--- config.mk ---
export PLATFORM = sky130hd
export DESIGN_NAME = usart_spi_master
export DESIGN_NICKNAME = d
export VERILOG_FILES = /design/src/rtl/spim_pkg.sv /design/src/rtl/spim_regs.sv /design/src/rtl/spim_baud.sv /design/src/rtl/spim_shift.sv /design/src/rtl/usart_spi_master.sv
export SDC_FILE = /design/constraint.sdc
export NUM_CORES = 1
export LEC_CHECK = 0
export CAP_MARGIN = 10
export CORE_UTILIZATION = 50
export DETAILED_ROUTE_END_ITERATION = 16
export GPL_ROUTABILITY_DRIVEN = 0
export PLACE_DENSITY = 0.74
export SETUP_SLACK_MARGIN = 0.05
export SLEW_MARGIN = 20
export SYNTH_ARGS = -nofsm -noshare
export SYNTH_HDL_FRONTEND = slang
export SYNTH_SLANG_ARGS = --single-unit
--- constraint.sdc ---
create_clock -name clk -period 2.2 [get_ports clk]
set_input_delay 0.44 -clock clk [delete_from_list [all_inputs] [get_ports clk]]
set_output_delay 0.44 -clock clk [all_outputs]
set_load 0.03 [all_outputs]
--- src/rtl/spim_pkg.sv ---
package spim_pkg;
    localparam int unsigned SPIM_DIV_W  = 12;
    localparam int unsigned SPIM_DATA_W = 8;

    typedef enum logic [1:0] {
        REG_DIV  = 2'd0,
        REG_MODE = 2'd1,
        REG_DATA = 2'd2,
        REG_STAT = 2'd3
    } spim_reg_e;
endpackage

--- src/rtl/spim_regs.sv ---
module spim_regs
    import spim_pkg::*;
#(
    parameter int unsigned DIV_W  = SPIM_DIV_W,
    parameter int unsigned DATA_W = SPIM_DATA_W
) (
    input  logic              clk,
    input  logic              rst_n,
    input  logic              wr_i,
    input  logic [1:0]        addr_i,
    input  logic [DIV_W-1:0]  wdata_i,
    output logic [DIV_W-1:0]  rdata_o,
    input  logic              busy_i,
    input  logic              done_i,
    input  logic [DATA_W-1:0] rx_i,
    output logic [DIV_W-1:0]  div_o,
    output logic              pol_o,
    output logic              pha_o,
    output logic              start_o,
    output logic [DATA_W-1:0] tx_o
);
    typedef struct packed {
        logic [DIV_W-1:0] div;
        logic             pol;
        logic             pha;
    } cfg_t;

    cfg_t      cfg_d, cfg_q;
    spim_reg_e sel;

    assign sel = spim_reg_e'(addr_i);

    always_comb begin
        cfg_d = cfg_q;
        if (wr_i && sel == REG_DIV) begin
            cfg_d.div = wdata_i;
        end
        if (wr_i && sel == REG_MODE) begin
            cfg_d.pol = wdata_i[1];
            cfg_d.pha = wdata_i[0];
        end
    end

    always_ff @(posedge clk or negedge rst_n) begin
        if (!rst_n) cfg_q <= '0;
        else        cfg_q <= cfg_d;
    end

    always_comb begin
        unique case (sel)
            REG_DIV:  rdata_o = cfg_q.div;
            REG_MODE: rdata_o = {{(DIV_W-2){1'b0}}, cfg_q.pol, cfg_q.pha};
            REG_DATA: rdata_o = DIV_W'(rx_i);
            default:  rdata_o = {{(DIV_W-2){1'b0}}, done_i, busy_i};
        endcase
    end

    assign div_o   = cfg_q.div;
    assign pol_o   = cfg_q.pol;
    assign pha_o   = cfg_q.pha;
    assign start_o = wr_i && (sel == REG_DATA) && !busy_i;
    assign tx_o    = wdata_i[DATA_W-1:0];

    // divider only moves on a write to its own address
    assert_div_hold_R2: assert property (@(posedge clk) disable iff (!rst_n)
        !(wr_i && sel == REG_DIV) |=> $stable(cfg_q.div));
endmodule

--- src/rtl/spim_baud.sv ---
module spim_baud #(
    parameter int unsigned DIV_W = spim_pkg::SPIM_DIV_W
) (
    input  logic             clk,
    input  logic             rst_n,
    input  logic             run_i,
    input  logic [DIV_W-1:0] div_i,
    output logic             tick_o
);
    logic [DIV_W-1:0] cnt_d, cnt_q;

    assign tick_o = run_i && (cnt_q >= div_i);

    always_comb begin
        if (!run_i || tick_o) cnt_d = '0;
        else                  cnt_d = cnt_q + 1'b1;
    end

    always_ff @(posedge clk or negedge rst_n) begin
        if (!rst_n) cnt_q <= '0;
        else        cnt_q <= cnt_d;
    end

    assert_cnt_restart_R2: assert property (@(posedge clk) disable iff (!rst_n)
        tick_o |=> cnt_q == '0);
    assert_idle_zero_R2: assert property (@(posedge clk) disable iff (!rst_n)
        !run_i |=> cnt_q == '0);
endmodule

--- src/rtl/spim_shift.sv ---
module spim_shift #(
    parameter int unsigned DATA_W = spim_pkg::SPIM_DATA_W
) (
    input  logic              clk,
    input  logic              rst_n,
    input  logic              start_i,
    input  logic [DATA_W-1:0] tx_i,
    input  logic              pol_i,
    input  logic              pha_i,
    input  logic              tick_i,
    input  logic              miso_i,
    output logic              sck_o,
    output logic              mosi_o,
    output logic              busy_o,
    output logic              done_o,
    output logic [DATA_W-1:0] rx_o
);
    localparam int unsigned EDGES = 2 * DATA_W;
    localparam int unsigned CNT_W = $clog2(EDGES);

    typedef struct packed {
        logic              busy;
        logic              done;
        logic              sck;
        logic              mosi;
        logic [CNT_W-1:0]  ecnt;
        logic [DATA_W-1:0] tx_sh;
        logic [DATA_W-1:0] rx_sh;
        logic [DATA_W-1:0] rx_data;
    } sh_t;

    sh_t  sh_d, sh_q;
    logic lead, samp;

    assign lead = ~sh_q.ecnt[0];
    assign samp = pha_i ? ~lead : lead;

    always_comb begin
        sh_d = sh_q;
        if (!sh_q.busy) begin
            sh_d.sck = pol_i;
            if (start_i) begin
                sh_d.busy  = 1'b1;
                sh_d.done  = 1'b0;
                sh_d.ecnt  = '0;
                sh_d.rx_sh = '0;
                if (!pha_i) begin
                    sh_d.mosi  = tx_i[DATA_W-1];
                    sh_d.tx_sh = tx_i << 1;
                end else begin
                    sh_d.tx_sh = tx_i;
                end
            end
        end else if (tick_i) begin
            sh_d.sck = ~sh_q.sck;
            if (samp) begin
                sh_d.rx_sh = {sh_q.rx_sh[DATA_W-2:0], miso_i};
            end else begin
                sh_d.mosi  = sh_q.tx_sh[DATA_W-1];
                sh_d.tx_sh = sh_q.tx_sh << 1;
            end
            if (sh_q.ecnt == CNT_W'(EDGES - 1)) begin
                sh_d.busy    = 1'b0;
                sh_d.done    = 1'b1;
                sh_d.ecnt    = '0;
                sh_d.rx_data = sh_d.rx_sh;
            end else begin
                sh_d.ecnt = sh_q.ecnt + 1'b1;
            end
        end
    end

    always_ff @(posedge clk or negedge rst_n) begin
        if (!rst_n) sh_q <= '0;
        else        sh_q <= sh_d;
    end

    assign sck_o  = sh_q.sck;
    assign mosi_o = sh_q.mosi;
    assign busy_o = sh_q.busy;
    assign done_o = sh_q.done;
    assign rx_o   = sh_q.rx_data;

    assert_start_idle_R8: assert property (@(posedge clk) disable iff (!rst_n)
        start_i |-> !sh_q.busy);
    assert_frame_len_R6: assert property (@(posedge clk) disable iff (!rst_n)
        $fell(sh_q.busy) |-> $past(sh_q.ecnt) == CNT_W'(EDGES - 1));
    assert_frame_clean_R6: assert property (@(posedge clk) disable iff (!rst_n)
        $rose(sh_q.busy) |-> sh_q.ecnt == '0);
    assert_done_clear_R7: assert property (@(posedge clk) disable iff (!rst_n)
        $rose(sh_q.busy) |-> !sh_q.done);
    assert_done_set_R7: assert property (@(posedge clk) disable iff (!rst_n)
        $fell(sh_q.busy) |-> sh_q.done);
    assert_sck_steady_R2: assert property (@(posedge clk) disable iff (!rst_n)
        (sh_q.busy && !tick_i) |=> $stable(sh_q.sck));
    assert_rx_hold_R5: assert property (@(posedge clk) disable iff (!rst_n)
        !sh_q.busy |=> $stable(sh_q.rx_data));
endmodule

--- src/rtl/usart_spi_master.sv ---
module usart_spi_master
    import spim_pkg::*;
#(
    parameter int unsigned DIV_W  = SPIM_DIV_W,
    parameter int unsigned DATA_W = SPIM_DATA_W
) (
    input  logic             clk,
    input  logic             rst_n,
    input  logic             bus_wr,
    input  logic [1:0]       bus_addr,
    input  logic [DIV_W-1:0] bus_wdata,
    output logic [DIV_W-1:0] bus_rdata,
    output logic             sck,
    output logic             mosi,
    input  logic             miso
);
    logic [DIV_W-1:0]  div;
    logic              pol, pha, start, tick, busy, done;
    logic [DATA_W-1:0] tx_byte, rx_byte;

    spim_regs #(.DIV_W(DIV_W), .DATA_W(DATA_W)) u_regs (
        .clk(clk), .rst_n(rst_n), .wr_i(bus_wr), .addr_i(bus_addr),
        .wdata_i(bus_wdata), .rdata_o(bus_rdata), .busy_i(busy),
        .done_i(done), .rx_i(rx_byte), .div_o(div), .pol_o(pol),
        .pha_o(pha), .start_o(start), .tx_o(tx_byte)
    );

    spim_baud #(.DIV_W(DIV_W)) u_baud (
        .clk(clk), .rst_n(rst_n), .run_i(busy), .div_i(div), .tick_o(tick)
    );

    spim_shift #(.DATA_W(DATA_W)) u_shift (
        .clk(clk), .rst_n(rst_n), .start_i(start), .tx_i(tx_byte),
        .pol_i(pol), .pha_i(pha), .tick_i(tick), .miso_i(miso),
        .sck_o(sck), .mosi_o(mosi), .busy_o(busy), .done_o(done),
        .rx_o(rx_byte)
    );

    assert_idle_level_R3: assert property (@(posedge clk) disable iff (!rst_n)
        (!busy && $past(!busy) && $stable(pol)) |-> sck == pol);
endmodule

After elaboration in Yosys (flattened, before gate mapping)
Index checks and enable logic that the tools add are counted.
{ "totals": {"regBits": 58, "latchBits": 0, "ramBits": 0, "mem_bits_ro": 0, "in_bits": 18, "output_inout_bits": 14, "word_cells": 53, "n_memories": 0} }
{ "classes": {"n_addsub": 2, "multipliers": 0, "n_div": 0, "n_lt_le_gt_ge": 1, "eq_ne": 7, "n_shift": 0, "mux": 15, "bitwise": 2, "reduce_logical": 14} }
{ "ops": {"columns": ["operator", "n"], "rows": [
  ["12-bit case mux with 3 select lines", 1],
  ["32-bit two-way mux", 1],
  ["8-bit two-way mux", 4],
  ["24-bit two-way mux", 1],
  ["21-bit two-way mux", 1],
  ["12-bit by 1-bit adder with 12-bit output (second input constant)", 1],
  ["12-bit >= comparator", 1],
  ["12-bit two-way mux", 1],
  ["3-bit AND reduction", 3],
  ["2-bit != test (second input constant)", 3],
  ["1-bit logical AND", 5],
  ["4-bit by 1-bit adder with 4-bit output (second input constant)", 1],
  ["4-bit equality test (second input constant)", 1],
  ["2-bit two-way mux", 2],
  ["4-bit two-way mux", 1],
  ["4-bit AND reduction", 1],
  ["1-bit two-way mux", 3],
  ["2-bit by 1-bit equality test with 1-bit output (second input constant)", 1],
  ["2-bit equality test (second input constant)", 1],
  ["2-bit logical NOT", 1],
  ["2-bit by 1-bit != test with 1-bit output (second input constant)", 1],
  ["1-bit inverter", 2],
  ["2-bit AND reduction", 1],
  ["2-bit nonzero test", 1],
  ["other kinds (2)", 2]
]} }

Depth between registers and ports, before layout
Gate-level depths: netlist of the first run.
{ "logic_depth": {"word_depth": 6, "ltp_mapped": 9, "mapped_depth_nobuf": 7} }

Modules after synthesis
From an unflattened synthesis of the first run, not the netlist that was laid out.
{ "unflattened": {"cells_unflattened": 316, "hier_area_um2": 3518.4} }
{ "by_module_without_submodules": {"columns": ["mod", "n_inst", "cells_each", "area_per_inst_um2", "seq_area_each_um2"], "rows": [
  ["spim_shift", 1, 152, 1682.9, 800.8],
  ["spim_baud", 1, 103, 991.0, 300.3],
  ["spim_regs", 1, 61, 844.6, 350.3]
]} }

Worst setup path after synthesis of the first run
Ideal clock, no wire load.
{ "synth_timing": {"kind": "reg-to-reg", "from": "reg u_baud.cnt_q[10]", "to": "reg u_shift.sh_q[16] (netlist name)", "t_arrival_ns": 2.034, "t_required_ns": 2.080, "slack_ns": 0.046, "stages_incl_launch_ff": 9, "path_buffers": 2, "period_less_slack_ns": 2.154, "path_cell_list": "dfrtp_1 -> ha_1 -> nand4_1 -> a211o_1 -> or3_1 -> buf_6 -> a21o_1 -> buf_6 -> a31o_1"} }
{ "synth_between": {"elab_chain_len": 4} }
{ "synth_lines": {"columns": ["item", "line", "text"], "rows": [
  ["start, declared", "spim_baud.sv:10", "logic [DIV_W-1:0] cnt_d, cnt_q;"],
  ["start signal, assigned", "spim_baud.sv:21", "else cnt_q <= cnt_d;"],
  ["12-bit >= comparator", "spim_baud.sv:12", "assign tick_o = run_i && (cnt_q >= div_i);"],
  ["1-bit logical AND", "spim_baud.sv:12", null],
  ["2-bit != test (no line)", null, null],
  ["3-bit AND reduction (no line)", null, null],
  ["end signal, assigned", "spim_shift.sv:74", "if (!rst_n) sh_q <= '0;"],
  ["end signal, assigned", "spim_shift.sv:75", "else sh_q <= sh_d;"],
  ["end, declared", "spim_shift.sv:32", "sh_t sh_d, sh_q;"]
]} }
No other way between the ends.
A chain may end at the register's enable or synchronous reset.

Worst setup path in the final report of the first run
{ "layout_timing": {"from": "reg u_regs.cfg_q (netlist bit u_regs.div_o[7])", "to": "reg u_shift.sh_q[17] (netlist name)"} }
{ "layout_between": {"elab_chain_len": 4} }
{ "layout_lines": {"columns": ["item", "line", "text"], "rows": [
  ["start, declared", "spim_regs.sv:28", "cfg_t cfg_d, cfg_q;"],
  ["start signal, assigned", "spim_regs.sv:46", "else cfg_q <= cfg_d;"],
  ["12-bit >= comparator", "spim_baud.sv:12", null],
  ["1-bit logical AND", "spim_baud.sv:12", null],
  ["2-bit != test (no line)", null, null],
  ["3-bit AND reduction (no line)", null, null]
]} }
No other way between the ends.

==> results.json, run 1 <==
{
  "status": "finished, violations left",
  "violations": "setup timing",
  "cts_tree": "built",
  "num_rows": 28,
  "setup_viol": 26,
  "post-place-ws_ns": -0.387,
  "cellLeakagePower_nw": 2.00,
  "ys.warnings.count": 0,
  "detail_route.vias_per_cell": 5.99,
  "final.period_utilization_pct": 104,
  "insertion_delay_ns": 0.33,
  "hp-class": "in -> async",
  "grt_usage_pct": 26.1,
  "yosysMostFrequentCell": "dfrtp_1",
  "worstSetupEndpointType": "flop",
  "rsz0062_at_grt": "true",
  "cp.required_ns": 2.41,
  "syn-num-nets": 368,
  "setup_ws_ns": -0.0887,
  "synth-edff-count": 0,
  "layout.cells.non_filler": 497,
  "dp_hpwl_um": 5670,
  "start_util_pct": 53.2,
  "cp-start-kind": "flop",
  "drcViolationCount": 0,
  "tns_ns": -1.17,
  "root_buffer": "clkbuf_8",
  "ir_drop_uv": 624,
  "grt_pass1_wl_um": 13200,
  "grt.overflow.total": 0,
  "synthesis.area_um2": 3230,
  "clock.fmax_mhz": 437,
  "r2r_cells": 8,
  "tightest_slew_ns": 0.657,
  "num_antenna_cells": 0,
  "die_h_um": 82.3,
  "ys_types": 44,
  "syn_inst": 336,
  "place.port_buffers": 31,
  "vias": 2975,
  "cap_viol_max_count": 0,
  "power_mw": 4.47,
  "arrival_ns": 2.50,
  "critPathMaxFanout": 8,
  "numCtsBuffers": 9,
  "slew_headroom_pct": 55.9,
  "worst_clock_skew_ns": 0.00956,
  "die_x_um": 82.3,
  "drive_above_1_share_pct": 32.0,
  "core-area_um2": 6060,
  "htreeDepth": 3,
  "drt-initial-drc-count": 307,
  "period_minus_slack_ns": 2.29,
  "synth_largest_area_cell": "dfrtp_1",
  "placed_cell_area_um2": 3890,
  "clkTransAtPathRegs_ns": 0.07,
  "hold_viol": 0,
  "die_area_um2": 6780,
  "ys_seq_elements": 58,
  "cts.sinks": 58,
  "cts_buffer_depth": 2,
  "antenna_found_initial": 0,
  "worstSetupPathType": "reg -> reg",
  "synth_area_leaders": "dfrtp_1 (45%), ha_1 (5.4%), nand2_1 (5.2%), nor2_1 (3.6%), a211oi_1 (3.5%)",
  "grt_max_degree": 34,
  "ys_seq_area_share_pct": 45.0,
  "finalInstanceArea_um2": 4420,
  "drt_first_pass_iters": 6,
  "area_growth_pct": 37.0,
  "p_per_area_nw_per_um2": 1010,
  "avgSynthCellArea_um2": 9.60,
  "fin_nets": 449,
  "drtAntennaViolNets": 0,
  "grt_pass1_vias": 2840,
  "wl_per_cell_um": 17.9,
  "synthArstFlopShare_pct": 100,
  "dpl.cell_count": 468,
  "io_pins": 32,
  "routed_wl_um": 8920,
  "synth_ff_type": "dfrtp_1",
  "synth_common_cells": "dfrtp_1 (58), nand2_1 (45), nor2_1 (31), nand3_1 (21), inv_1 (19)",
  "synth_top_area_share_pct": 45.0,
  "slew_violations": 0
}
-- worst max-delay path: stages, from the launching register on --
cell and delay [ns]:
dfrtp_1 0.37, inv_1 0.08, ha_1 0.34, nand2_2 0.09
a211o_1 0.31, or3_4 0.43, buf_6 0.18, a211oi_1 0.28
a211oi_2 0.07
-- state kept, by name (all words and copies together) (netlist names) --
name / count
u_shift.sh_q: 20
u_shift.busy_o: 1
u_shift.done_o: 1
u_shift.mosi_o: 1
u_regs.pol_o: 1
u_baud.cnt_q: 12
u_shift.sck_o: 1
u_regs.div_o: 12
u_regs.pha_o: 1
u_shift.rx_o: 8
-- cell usage in the layout, fill, tap and decap left out, types with 7 or more instances in the layout --
| cell type | count |
|---|---|
| buf_4 | 55 |
| o22a_1 | 8 |
| dfrtp_1 | 58 |
| nand3_1 | 21 |
| a211oi_2 | 14 |
| buf_6 | 8 |
| clkdlybuf4s50_1 | 16 |
| ha_1 | 12 |
| a211oi_1 | 8 |
| clkbuf_8 | 10 |
| mux2i_1 | 7 |
| o21ai_0 | 12 |
| nor2_1 | 31 |
| nor2b_1 | 7 |
| inv_1 | 15 |
| nand2_1 | 44 |
-- path summary, 6_finish.rpt --
check                                      from  slack (ns)                to
worst max-delay path            u_regs.div_o[7]       -0.09  u_shift.sh_q[17]
worst min-delay path                      rst_n        0.11    u_shift.done_o
worst max register to register  u_regs.div_o[7]       -0.09  u_shift.sh_q[17]
worst min register to register   u_shift.done_o        0.48    u_shift.done_o
max in group asynchronous                 rst_n        1.48   u_baud.cnt_q[4]
min in group clk                 u_shift.done_o        0.48    u_shift.done_o
-- what timing repair did --
action	4_1_cts	5_1_grt
cloned	0	2
buffers inserted	2	9
hold buffers	0	0
gates resized for setup	27	31
endpoints found under the setup margin	49	34
pin swaps	2	9
endpoints found under the hold margin	0	0
-- where the power goes --
group	switching, mW	internal (mW)
sequential	0.287	1.41
clock	0.409	0.435
combinational	1.06	0.872
-- metrics by stage --
| step | utilization, % | hold WS [ns] |
|---|---|---|
| after floorplan | - | 0.144 |
| after detailed placement | 64.2 | 0.472 |
| after global routing | 72.9 | 0.161 |
| after CTS | 68.2 | 0.132 |
| final | 72.9 | 0.114 |
| after global placement | 64.2 | 0.460 |
-- kinds of logic after synthesis --
family	after synthesis	share of synthesized area, %
simple gates	126	17.6
compound gates	76	18.8
buf+inv	38	5.04
flops	58	45.0
xor+xnor	12	3.49
mux	12	4.62
fa+ha+maj	14	5.43
-- routing by layer --
metal	routed length (µm)	vias up	GRT usage (%)
li1	-	1357	-
met1	3960	1472	35.8
met2	4240	117	40.3
met3	498	29	4.73
met4	226	0	11.4
met5	0	-	0
-- cell type report --
type / instances / area, µm²
Clock inverter: 3 / 15.0
Timing Repair Buffer: 89 / 810
Fill cell: 400 / 1640
Clock buffer: 13 / 149
Inverter: 19 / 71.3
Tap cell: 75 / 93.8
Multi-Input combinational cell: 240 / 1830
Sequential cell: 58 / 1450
(Power assumes the default switching activity.)
==> inputs of run 2 (changes only) <==
GPL_ROUTABILITY_DRIVEN = 1   (was 0)
==> results of run 2 <==
The final DEF is identical to that of run 1; final timing and power are the same.
